File: config.mk
export PLATFORM = sky130hd
export DESIGN_NAME = pd_rx_seg_buffer
export DESIGN_NICKNAME = d
export VERILOG_FILES = /design/src/rtl/rxb_pkg.sv /design/src/rtl/rxb_store.sv /design/src/rtl/rxb_present.sv /design/src/rtl/pd_rx_seg_buffer.sv
export SDC_FILE = /design/constraint.sdc
export NUM_CORES = 2
export LEC_CHECK = 0
export ABC_AREA = 0
export BUFFER_PORTS_ARGS = -buffer_cell sky130_fd_sc_hd__buf_2
export CAP_MARGIN = 20
export CORE_MARGIN = 5
export CORE_UTILIZATION = 40
export DETAILED_ROUTE_END_ITERATION = 16
export HOLD_SLACK_MARGIN = 0.1
export PLACE_DENSITY = 0.56
export SLEW_MARGIN = 40
export SYNTH_ARGS = -nofsm -noshare
export SYNTH_HDL_FRONTEND = slang
export SYNTH_HIERARCHICAL = 1
export SYNTH_MEMORY_MAX_BITS = 65536
export SYNTH_SLANG_ARGS = --single-unit
File: constraint.sdc
create_clock -name clk -period 5 [get_ports clk]
set_input_delay 0 -clock clk [delete_from_list [all_inputs] [get_ports clk]]
set_output_delay 0 -clock clk [all_outputs]
set_load 0.02 [all_outputs]
File: src/rtl/rxb_pkg.sv
package rxb_pkg;
  typedef enum logic [2:0] {
    REG_ALERT = 3'd0,
    REG_COUNT = 3'd1,
    REG_FTYPE = 3'd2,
    REG_DATA  = 3'd3,
    REG_CMD   = 3'd4,
    REG_ACKEN = 3'd5
  } reg_addr_e;

  localparam logic [7:0] CMD_REWIND = 8'hEE;
  localparam int ALB_MSG   = 0;
  localparam int ALB_BEGIN = 1;
  localparam int ALB_OVF   = 2;
endpackage

File: src/rtl/rxb_store.sv
module rxb_store #(
  parameter int MAX_MSG = 264,
  parameter int FT_W    = 3,
  localparam int LW     = $clog2(MAX_MSG + 1)
) (
  input  logic            clk,
  input  logic            rst_n,
  input  logic            rx_sof,
  input  logic [FT_W-1:0] rx_ft,
  input  logic            rx_we,
  input  logic [7:0]      rx_wdata,
  input  logic            rx_eof,
  input  logic            flush,
  input  logic            free_head,
  input  logic [LW-1:0]   rd_ptr,
  output logic            head_valid,
  output logic [LW-1:0]   head_len,
  output logic [FT_W-1:0] head_ft,
  output logic [7:0]      rd_byte,
  output logic            ovf_evt
);
  localparam int MAW = $clog2(2 * MAX_MSG);

  logic [7:0]      mem [2*MAX_MSG];
  logic [LW-1:0]   slot_len   [2];
  logic [LW-1:0]   slot_len_n [2];
  logic [FT_W-1:0] slot_ft    [2];
  logic [FT_W-1:0] slot_ft_n  [2];
  logic            hd, hd_n;
  logic [1:0]      nvalid, nvalid_n;
  logic            wact, wact_n, wdrop, wdrop_n, wsel, wsel_n;
  logic [LW-1:0]   wcnt, wcnt_n;
  logic [FT_W-1:0] wft, wft_n;
  logic            commit, mem_we;
  logic [MAW-1:0]  wr_idx, rd_idx;

  assign commit  = rx_eof & wact & ~wdrop & (wcnt != '0) & ~flush;
  assign mem_we  = rx_we & wact & ~wdrop & (wcnt < LW'(MAX_MSG)) & ~rx_sof & ~flush;
  assign ovf_evt = rx_sof & (nvalid == 2'd2) & ~flush;
  assign wr_idx  = (wsel ? MAW'(MAX_MSG) : '0) + MAW'(wcnt);
  assign rd_idx  = (hd ? MAW'(MAX_MSG) : '0) + MAW'(rd_ptr);

  always_comb begin
    hd_n       = hd;
    nvalid_n   = nvalid;
    wact_n     = wact;
    wdrop_n    = wdrop;
    wsel_n     = wsel;
    wcnt_n     = wcnt;
    wft_n      = wft;
    slot_len_n = slot_len;
    slot_ft_n  = slot_ft;
    if (flush) begin
      hd_n     = 1'b0;
      nvalid_n = 2'd0;
      wact_n   = 1'b0;
    end else begin
      if (rx_sof) begin
        wact_n  = 1'b1;
        wcnt_n  = '0;
        wft_n   = rx_ft;
        wdrop_n = (nvalid == 2'd2);
        wsel_n  = hd ^ (nvalid == 2'd1);
      end else if (mem_we) begin
        wcnt_n = wcnt + 1'b1;
      end
      if (rx_eof) wact_n = 1'b0;
      if (commit) begin
        slot_len_n[wsel] = wcnt;
        slot_ft_n[wsel]  = wft;
      end
      nvalid_n = nvalid + {1'b0, commit} - {1'b0, free_head};
      hd_n     = hd ^ free_head;
    end
  end

  always_ff @(posedge clk or negedge rst_n) begin
    if (!rst_n) begin
      hd       <= 1'b0;
      nvalid   <= 2'd0;
      wact     <= 1'b0;
      wdrop    <= 1'b0;
      wsel     <= 1'b0;
      wcnt     <= '0;
      wft      <= '0;
      slot_len <= '{default: '0};
      slot_ft  <= '{default: '0};
    end else begin
      hd       <= hd_n;
      nvalid   <= nvalid_n;
      wact     <= wact_n;
      wdrop    <= wdrop_n;
      wsel     <= wsel_n;
      wcnt     <= wcnt_n;
      wft      <= wft_n;
      slot_len <= slot_len_n;
      slot_ft  <= slot_ft_n;
    end
  end

  always_ff @(posedge clk) begin
    if (mem_we) mem[wr_idx] <= rx_wdata;
  end

  assign head_valid = (nvalid != 2'd0);
  assign head_len   = slot_len[hd];
  assign head_ft    = slot_ft[hd];
  assign rd_byte    = (rd_ptr < LW'(MAX_MSG)) ? mem[rd_idx] : 8'h00;

  p_slots_bounded_r9: assert property (@(posedge clk) disable iff (!rst_n)
    nvalid != 2'd3);
  p_full_holds_r9: assert property (@(posedge clk) disable iff (!rst_n)
    (nvalid == 2'd2 && !free_head && !flush) |=> nvalid == 2'd2);
endmodule

File: src/rtl/rxb_present.sv
module rxb_present #(
  parameter int MAX_MSG   = 264,
  parameter int SEG_FIRST = 132,
  parameter int FT_W      = 3,
  parameter int N_ACK     = 3,
  parameter int CABLE_FT  = 6,
  localparam int LW       = $clog2(MAX_MSG + 1)
) (
  input  logic             clk,
  input  logic             rst_n,
  input  logic             hard_rst,
  input  logic             cable_rst,
  input  logic             head_valid,
  input  logic [LW-1:0]    head_len,
  input  logic [FT_W-1:0]  head_ft,
  input  logic             ovf_evt,
  input  logic             alert_wr,
  input  logic [2:0]       alert_wdata,
  input  logic             cmd_wr,
  input  logic [7:0]       cmd_code,
  input  logic             det_wr,
  input  logic [N_ACK-1:0] det_wdata,
  input  logic             data_rd,
  output logic [LW-1:0]    rd_ptr,
  output logic             free_head,
  output logic [7:0]       cnt,
  output logic [FT_W-1:0]  ftype,
  output logic [2:0]       alerts,
  output logic [N_ACK-1:0] det,
  output logic [N_ACK-1:0] ack_en
);
  import rxb_pkg::*;

  logic             shown, shown_n, seg, seg_n, cable, cable_n;
  logic             msg_a, msg_a_n, beg_a, beg_a_n, ovf, ovf_n, hold, hold_n;
  logic [LW-1:0]    rd_ptr_n, base, seg_end, cnt_full;
  logic [N_ACK-1:0] det_n;
  logic             live, msg_clr, beg_clr, ovf_clr, is_long;

  assign is_long  = head_len > LW'(SEG_FIRST);
  assign base     = seg ? LW'(SEG_FIRST) : '0;
  assign seg_end  = (!seg && is_long) ? LW'(SEG_FIRST) : head_len;
  assign live     = shown & head_valid & ~cable;
  assign msg_clr  = alert_wr & alert_wdata[ALB_MSG] & msg_a;
  assign beg_clr  = alert_wr & alert_wdata[ALB_BEGIN] & beg_a;
  assign ovf_clr  = alert_wr & alert_wdata[ALB_MSG] & alert_wdata[ALB_OVF];
  assign free_head = msg_clr & live;
  assign cnt_full = seg_end - rd_ptr + 1'b1;

  always_comb begin
    if (cable)     cnt = 8'd1;
    else if (live) cnt = 8'(cnt_full);
    else           cnt = 8'd0;
    if (cable)     ftype = FT_W'(CABLE_FT);
    else if (live) ftype = head_ft;
    else           ftype = '0;
  end

  always_comb begin
    shown_n  = shown;
    seg_n    = seg;
    cable_n  = cable;
    msg_a_n  = msg_a;
    beg_a_n  = beg_a;
    ovf_n    = ovf;
    hold_n   = hold;
    rd_ptr_n = rd_ptr;
    det_n    = det;
    if (data_rd && live && rd_ptr < seg_end) rd_ptr_n = rd_ptr + 1'b1;
    if (cmd_wr && cmd_code == CMD_REWIND)    rd_ptr_n = base;
    if (det_wr) det_n = det_wdata;
    if (beg_clr) begin
      beg_a_n = 1'b0;
      seg_n   = 1'b1;
      shown_n = 1'b0;
    end
    if (msg_clr) begin
      msg_a_n = 1'b0;
      hold_n  = 1'b0;
      cable_n = 1'b0;
      shown_n = 1'b0;
      seg_n   = 1'b0;
    end
    if (ovf_clr) ovf_n = 1'b0;
    if (ovf_evt) begin
      ovf_n  = 1'b1;
      hold_n = 1'b1;
    end
    if (!shown && head_valid && !cable && !beg_clr && !msg_clr) begin
      shown_n  = 1'b1;
      rd_ptr_n = base;
      if (!seg && is_long) beg_a_n = 1'b1;
      else                 msg_a_n = 1'b1;
    end
    if (cable_rst) begin
      cable_n  = 1'b1;
      msg_a_n  = 1'b1;
      beg_a_n  = 1'b0;
      shown_n  = 1'b0;
      seg_n    = 1'b0;
      rd_ptr_n = '0;
      det_n    = '0;
    end
    if (hard_rst) begin
      cable_n  = 1'b0;
      msg_a_n  = 1'b0;
      beg_a_n  = 1'b0;
      shown_n  = 1'b0;
      seg_n    = 1'b0;
      rd_ptr_n = '0;
      det_n    = '0;
    end
  end

  always_ff @(posedge clk or negedge rst_n) begin
    if (!rst_n) begin
      shown  <= 1'b0;
      seg    <= 1'b0;
      cable  <= 1'b0;
      msg_a  <= 1'b0;
      beg_a  <= 1'b0;
      ovf    <= 1'b0;
      hold   <= 1'b0;
      rd_ptr <= '0;
      det    <= '0;
    end else begin
      shown  <= shown_n;
      seg    <= seg_n;
      cable  <= cable_n;
      msg_a  <= msg_a_n;
      beg_a  <= beg_a_n;
      ovf    <= ovf_n;
      hold   <= hold_n;
      rd_ptr <= rd_ptr_n;
      det    <= det_n;
    end
  end

  assign alerts = {ovf, beg_a, msg_a};
  assign ack_en = hold ? '0 : det;

  p_one_seg_alert_r3: assert property (@(posedge clk) disable iff (!rst_n)
    !(beg_a && msg_a));
  p_ptr_in_seg_r5: assert property (@(posedge clk) disable iff (!rst_n)
    live |-> (rd_ptr >= base && rd_ptr <= seg_end));
  p_ovf_needs_pair_r10: assert property (@(posedge clk) disable iff (!rst_n)
    $fell(ovf) |-> $past(alert_wr && alert_wdata[ALB_MSG] && alert_wdata[ALB_OVF]));
  p_rewind_base_r6: assert property (@(posedge clk) disable iff (!rst_n)
    (cmd_wr && cmd_code == CMD_REWIND && live && !alert_wr && !hard_rst && !cable_rst)
      |=> rd_ptr == (seg ? LW'(SEG_FIRST) : '0));
endmodule

File: src/rtl/pd_rx_seg_buffer.sv
module pd_rx_seg_buffer #(
  parameter int MAX_MSG   = 264,
  parameter int SEG_FIRST = 132,
  parameter int FT_W      = 3,
  parameter int N_ACK     = 3,
  parameter int CABLE_FT  = 6
) (
  input  logic             clk,
  input  logic             rst_n,
  input  logic             rx_sof,
  input  logic [FT_W-1:0]  rx_ft,
  input  logic             rx_we,
  input  logic [7:0]       rx_wdata,
  input  logic             rx_eof,
  input  logic             rx_hard_rst,
  input  logic             rx_cable_rst,
  input  logic             host_wr,
  input  logic             host_rd,
  input  logic [2:0]       host_addr,
  input  logic [7:0]       host_wdata,
  output logic [7:0]       host_rdata,
  output logic [N_ACK-1:0] ack_en
);
  import rxb_pkg::*;
  localparam int LW = $clog2(MAX_MSG + 1);

  logic             head_valid, free_head, ovf_evt;
  logic [LW-1:0]    head_len, rd_ptr;
  logic [FT_W-1:0]  head_ft, ftype;
  logic [7:0]       rd_byte, cnt;
  logic [2:0]       alerts;
  logic [N_ACK-1:0] det;
  logic             alert_wr, cmd_wr, det_wr, data_rd;

  assign alert_wr = host_wr & (host_addr == REG_ALERT);
  assign cmd_wr   = host_wr & (host_addr == REG_CMD);
  assign det_wr   = host_wr & (host_addr == REG_ACKEN);
  assign data_rd  = host_rd & (host_addr == REG_DATA);

  rxb_store #(.MAX_MSG(MAX_MSG), .FT_W(FT_W)) u_store (
    .clk, .rst_n, .rx_sof, .rx_ft, .rx_we, .rx_wdata, .rx_eof,
    .flush(rx_hard_rst | rx_cable_rst), .free_head, .rd_ptr,
    .head_valid, .head_len, .head_ft, .rd_byte, .ovf_evt
  );

  rxb_present #(.MAX_MSG(MAX_MSG), .SEG_FIRST(SEG_FIRST), .FT_W(FT_W),
                .N_ACK(N_ACK), .CABLE_FT(CABLE_FT)) u_present (
    .clk, .rst_n, .hard_rst(rx_hard_rst), .cable_rst(rx_cable_rst),
    .head_valid, .head_len, .head_ft, .ovf_evt,
    .alert_wr, .alert_wdata(host_wdata[2:0]), .cmd_wr, .cmd_code(host_wdata),
    .det_wr, .det_wdata(host_wdata[N_ACK-1:0]), .data_rd,
    .rd_ptr, .free_head, .cnt, .ftype, .alerts, .det, .ack_en
  );

  always_comb begin
    case (host_addr)
      REG_ALERT: host_rdata = {5'd0, alerts};
      REG_COUNT: host_rdata = cnt;
      REG_FTYPE: host_rdata = 8'(ftype);
      REG_DATA:  host_rdata = rd_byte;
      REG_ACKEN: host_rdata = 8'(det);
      default:   host_rdata = 8'd0;
    endcase
  end

  p_hard_clears_r11: assert property (@(posedge clk) disable iff (!rst_n)
    rx_hard_rst |=> (cnt == 8'd0 && ack_en == '0));
  p_cable_marks_r12: assert property (@(posedge clk) disable iff (!rst_n)
    (rx_cable_rst && !rx_hard_rst) |=> (cnt == 8'd1 && alerts[ALB_MSG]));
endmodule

; Word-level counts from Yosys, hierarchy flattened
; Memory sizes are Yosys's and may differ from the RTL's.
; Index checks and enable logic that the tools add are counted.
[classes]
n_addsub = 8
n_lt_le_gt_ge = 7
eq_ne = 8
n_mux = 65
bitwise = 32
reduce_logical = 29
[ops]
columns = op, count
row1 = two-way mux 9 bit, 14
row2 = case mux 8 bit (5 select lines), 1
row3 = two-way mux 8 bit, 4
row4 = two-way mux 1 bit, 31
row5 = two-way mux 3 bit, 10
row6 = AND 1 bit, 23
row7 = "adder 9 x 1 -> 9 bit, second input constant", 2
row8 = bitwise mux 18 bit, 1
row9 = "less-than comparator 9 bit, second input constant", 2
row10 = adder 10 x 9 -> 10 bit, 1
row11 = adder 9 x 9 -> 10 bit, 1
row12 = nonzero test 5 bit, 2
row13 = demux 9 bit (select 1 bit), 1
row14 = "greater-than comparator 9 x 8 -> 1 bit, second input constant", 1
row15 = logical AND 1 bit, 9
row16 = less-than comparator 9 bit, 1
row17 = nonzero test 3 bit, 3
row18 = nonzero test 9 bit, 1
row19 = "adder 8 x 1 -> 8 bit, second input constant", 1
row20 = "== test 8 bit, second input constant", 1
row21 = nonzero test 2 bit, 4
row22 = subtractor 8 bit, 1
row23 = bitwise mux 6 bit, 1
row24 = "== test 3 x 2 -> 1 bit, second input constant", 2
row25 = 18 further kinds, 31
[totals]
register_bits = 61
mem_bits_rw = 4224
in_bits = 31
n_memories = 1
[mem_list]
columns = memory, depth, word_bits, read_ports, rd_ports_with_merged_regs, write_ports, line_no
row1 = u_store.mem, 528, 8, 1, 0, 1, rxb_store.sv:24  ; logic [7:0] mem [2*MAX_MSG];

; Logic depth before layout (Yosys ltp)
[logic_depth]
word_depth = 14
mapped_depth = 18
mapped_depth_nobuf = 16

; By module
; Netlist, hierarchy kept.
[by_module_without_submodules]
columns = mod, instances, cells_per_inst, area_per_inst_um2, seq_area_each_um2
row1 = rxb_store, 1, 7832, 166683.6, 127892.7
row2 = rxb_present, 1, 201, 1692.9, 475.5
row3 = pd_rx_seg_buffer, 1, 37, 267.8, 0.0

; Least setup slack after synthesis
; Ideal clock, no wire load.
[synth_path]
kind = reg-to-output
from = register u_store.hd
to = output host_rdata[7]
arrival_time_ns = 4.029
required_ns = 5.000
path_slack_ns = 0.971
stages_incl_launch_ff = 18
path_buffers = 1
path_cell_list = dfrtp_1 -> buf_1 -> mux2_2 -> nor4_1 -> a21boi_0 -> o21bai_1 -> nand2_1 -> ha_1 -> inv_1 -> ha_1 -> fa_1 -> a21o_1 -> a21oi_1 -> o21ai_0 -> xnor2_1 -> nor2_1 -> mux2i_1 -> nor2_1
[synth_via]
elab_chain_cells = 12
[synth_rtl]
columns = element, line_no
row1 = "start, declared", rxb_store.sv:29  ; logic hd, hd_n;
row2 = "start signal, assigned", rxb_store.sv:89  ; hd <= hd_n;
row3 = inverter 1 -> 2 bit (not written as such) (*), rxb_store.sv:106  ; assign head_len = slot_len[hd];
row4 = two-way mux 9 bit (not written as such) (*) (3 in series), rxb_store.sv:106
row5 = named net head_len[6], pd_rx_seg_buffer.sv:28  ; logic [LW-1:0] head_len, rd_ptr;
row6 = greater-than comparator 9 x 8 -> 1 bit, rxb_present.sv:40  ; assign is_long = head_len > LW'(SEG_FIRST);
row7 = logical AND 1 bit, rxb_present.sv:42  ; assign seg_end = (!seg && is_long) ? LW'(SEG_FIRST) : head_len;
row8 = two-way mux 9 bit (*), rxb_present.sv:42
row9 = subtractor 8 bit (*), rxb_present.sv:48  ; assign cnt_full = seg_end - rd_ptr + 1'b1;
row10 = adder 8 x 1 -> 8 bit (*), rxb_present.sv:48
row11 = two-way mux 8 bit (*), rxb_present.sv:52  ; else if (live) cnt = 8'(cnt_full);
row12 = two-way mux 8 bit (*), rxb_present.sv:51  ; if (cable) cnt = 8'd1;
row13 = named net cnt[7], pd_rx_seg_buffer.sv:30  ; logic [7:0] rd_byte, cnt;
row14 = case mux 8 bit (5 select lines) (*), pd_rx_seg_buffer.sv:56  ; case (host_addr)
row15 = "end, declared", pd_rx_seg_buffer.sv:21  ; output logic [7:0] host_rdata,
; Mark *: on every way through the listed nets, which the timed path passes. The rest lies on a longest branch. The select of a mux whose other input is x is not followed.

; Worst setup path in the final report
[layout_path]
from = register u_present.rd_ptr[1]
to = output host_rdata[0]
[layout_via]
elab_chain_cells = 4
[layout_rtl]
columns = element, line_no
row1 = "start, declared", rxb_present.sv:24  ; output logic [LW-1:0] rd_ptr,
row2 = "start signal, assigned", rxb_present.sv:134  ; rd_ptr <= rd_ptr_n;
row3 = adder 9 x 9 -> 10 bit, rxb_store.sv:41  ; assign rd_idx = (hd ? MAW'(MAX_MSG) : '0) + MAW'(rd_ptr);
row4 = memory read (528 x 8 bit), --
row5 = two-way mux 8 bit (*), rxb_store.sv:108  ; assign rd_byte = (rd_ptr < LW'(MAX_MSG)) ? mem[rd_idx] : 8'h00;
row6 = named net rd_byte[0], pd_rx_seg_buffer.sv:30
row7 = case mux 8 bit (5 select lines) (*), pd_rx_seg_buffer.sv:56
; Mark *: on every way through the listed nets, which the timed path passes. The rest lies on a longest branch.

==> impl_metrics.json <==
{
  "relSlewSlack_pct": 33.6,
  "grt_antenna_before_repair": 35,
  "synth.most_common_cell": "edfxtp_1",
  "preCtsSetupSlack_ns": -0.325,
  "fin_tns_setup_ns": -0.667,
  "path_cells": "buf_4, buf_4, nand2b_1, buf_4, o22ai_1, nor2_1, o21bai_1, a31oi_1, a21oi_1, o311ai_2, a31oi_4, mux2_4, and3_4, a221o_1, buf_6",
  "power_w": 0.0708,
  "violations": "setup timing",
  "drtIter0Drc": 12900,
  "yosys.area.top_type_share_pct": 75.2,
  "start_kind": "flop",
  "grt_pass1_wl_um": 730000,
  "die_w_um": 659,
  "async_reset_ff_share_pct": 1.42,
  "grt_pass1_vias": 88800,
  "utilization_pct": 47.6,
  "drc": 0,
  "final_antenna_net_count": 0,
  "die-height_um": 659,
  "rows": 238,
  "gr-usage-all-layers_pct": 23.9,
  "layout-drive-gt1-share_pct": 32.9,
  "synthAdderAreaFrac_pct": 0.272,
  "finalHoldViolations": 0,
  "cts_htree_levels": 5,
  "critPathBufInv": 4,
  "clock_latency_ns": 0.98,
  "tightest_slew_ns": 0.997,
  "max_freq_ghz": 0.194,
  "synth_area_mm2": 0.169,
  "setup_slack_ns": -0.161,
  "io_buffers": 41,
  "nFillCells": 34400,
  "p_leak_nw": 62.3,
  "critical_path_class": "reg -> out",
  "slowest_delay_ns": 0.54,
  "coreArea_mm2": 0.420,
  "yosys-top-cells-count": "edfxtp_1 (4224), mux4_2 (991), nor2_1 (647)",
  "outcome": "finished with violations",
  "synth-simple-area-share_pct": 3.12,
  "cts-root-buf": "clkbuf_16",
  "min_period_ns": 5.16,
  "synth-seq-cells": 4285,
  "rsz0062_at_grt": "true",
  "synth.area.mux_share_pct": 15.8,
  "ys.flop_type": "edfxtp_1",
  "synth-xor-area-share_pct": 0.140,
  "fp.dieArea_mm2": 0.435,
  "path_max_fanout": 20,
  "cp.arrival_ns": 5.16,
  "dp_hpwl_um": 334000,
  "ys_types": 82,
  "globalplace.congestion": 0.913,
  "worstPathRequired_ns": 5.00,
  "overflow": 0,
  "synth.largest_area_cell": "edfxtp_1",
  "first_pass_iters": 7,
  "clkSlewWorstSetupHoldPaths_ns": 0.06,
  "synth_top_family_by_area": "multiplexers",
  "hold_path_class": "in -> reg",
  "nets": 9273,
  "end_kind": "output pin",
  "viasPerCell": 5.97,
  "cts_buffers": 428,
  "grt_max_degree": 175,
  "syn2layout_area_growth_pct": 18.6,
  "synthTopCellsByArea": "edfxtp_1 (75%), mux4_2 (13%), nor2_1 (1.4%), mux2i_1 (1.3%), dfrtp_1 (0.91%)",
  "setup-violations-final": 7,
  "fin_worst_skew_ns": 0.0399,
  "synth-edff-count": 4224,
  "yosys_warnings": 6,
  "ioPinCount": 42,
  "synth_compound_area_share_pct": 2.68,
  "powerDensity_mw_per_mm2": 354,
  "postSynthNetCount": 8137,
  "initial_core_util_pct": 40.1,
  "critPathTopFamily": "compound AO/OA/AOI/OAI gates",
  "vias": 90800,
  "cap_violations": 0,
  "fin_crit_sh_pct": 103,
  "wl_per_cell_um": 35.1,
  "drv_slew": 0,
  "wirelength_um": 533000,
  "seq_area_frac_synth_pct": 76.1,
  "vdd_drop_max_uv": 268,
  "synth_cells": 8070,
  "cpMaxStageDelayCell": "dfrtp_4",
  "cts_tree": "yes",
  "cts.sinks": 4285,
  "clk_path_buf_depth": 4,
  "cpMostUsedCell": "buf_4",
  "syn_avg_cell_area_um2": 20.9
}
-- state kept, by name (all words and copies together), names as in the netlist --
signal	cells
u_store/mem	4224
u_store/slot_len	18
u_present/rd_ptr	9
u_store/wcnt	9
u_store/slot_ft	6
u_present/det	3
u_store/wft	3
u_store/nvalid	2
u_present/beg_a	1
u_present/cable	1
u_present/hold	1
u_present/msg_a	1
u_present/ovf	1
u_present/seg	1
u_present/shown	1
u_store/hd	1
u_store/wact	1
u_store/wdrop	1
u_store/wsel	1
-- stage by stage --
stage               std cells  hold WS [ns]  area (um2)
finish                  15200         0.118      200000
global route            15200         0.132      200000
CTS                     15100         0.119      198000
detailed placement      14100         0.203      181000
global placement        14100         0.196      181000
floorplan                8070        -0.296      169000
-- report_power, final --
group | switching, W | total (W) | internal [W]
registers | 0.00000732 | 0.0395 | 0.0395
logic | 0.000677 | 0.000812 | 0.000135
clock network | 0.0135 | 0.0306 | 0.0170
-- worst register-to-register path, delay by kind of cell, from the launching register on --
family | cells | cell delay (ns)
buf+inv | 2 | 1.06
simple gates | 5 | 2.23
flops | 1 | 0.40
compound gates | 1 | 0.47
-- what timing repair did --
item,in CTS,in global routing
endpoints found under the setup margin,8,39
endpoints found under the hold margin,3814,0
resized for setup,294,137
hold buffers,68,0
pin swaps,38,46
setup buffers,94,90
cloned,14,20
-- routing by layer --
layer,wire length (um),up-vias,GRT usage [%]
met3,55100,830,5.11
met4,22600,12,8.59
met5,71,-,0
met2,248000,5039,37.0
li1,-,35900,-
met1,208000,49000,33.4
-- cell usage in the layout, fill, tap and decap left out, drive strengths merged, types with 17 or more instances in the layout --
cell and instances:
clkinv 206, nand4 21, o22ai 96, dfrtp 61, a31oi 38, a221oi 43
nor3 51, nor2 647, bufinv 23, buf 1099, a21oi 68, edfxtp 4224
dlygate4sd3 63, nor2b 43, nand3 71, inv 38, nand2 285, ha 35
mux2 82, a22oi 106, and3 22, nor4 17, mux2i 213, a211oi 34
o221ai 19, o21ai 90, clkbuf 554, nand2b 21, mux4 1037
-- kinds of logic after synthesis --
kind of cell | after synthesis
compound gates | 644
xor+xnor | 27
fa+ha+maj | 36
buf+inv | 515
flops | 4285
mux | 1332
simple gates | 1231
-- area by class of cell --
cell class | instances | area [um2] | share of cell area [%]
Clock inverter | 247 | 1900 | 0.952
Antenna cell | 10 | 25.0 | 0.0125
Sequential cell | 4285 | 128000 | 64.2
Inverter | 28 | 135 | 0.0676
Timing Repair Buffer | 1193 | 12200 | 6.11
Clock buffer | 534 | 11200 | 5.61
Multi-Input combinational cell | 3270 | 39000 | 19.5
Tap cell | 5640 | 7060 | 3.53
-- path summary, 6_finish.rpt --
kind / slack, ns / cells past startpoint / startpoint / endpoint
setup / recovery: -0.16 / 15 / u_present/rd_ptr[1] / host_rdata[0]
min in group asynchronous: 0.19 / 4 / rst_n / u_present/hold
setup reg to reg: 0.45 / 8 / u_store/wdrop / u_store/mem[329][4]
hold / removal: 0.12 / 2 / rx_wdata[5] / u_store/mem[285][5]
max in group asynchronous: 4.31 / 4 / rst_n / u_present/rd_ptr[2]
hold reg to reg: 0.50 / 2 / u_store/slot_len[3] / u_store/slot_len[3]
Note: power is estimated with default switching activity, not from simulation.
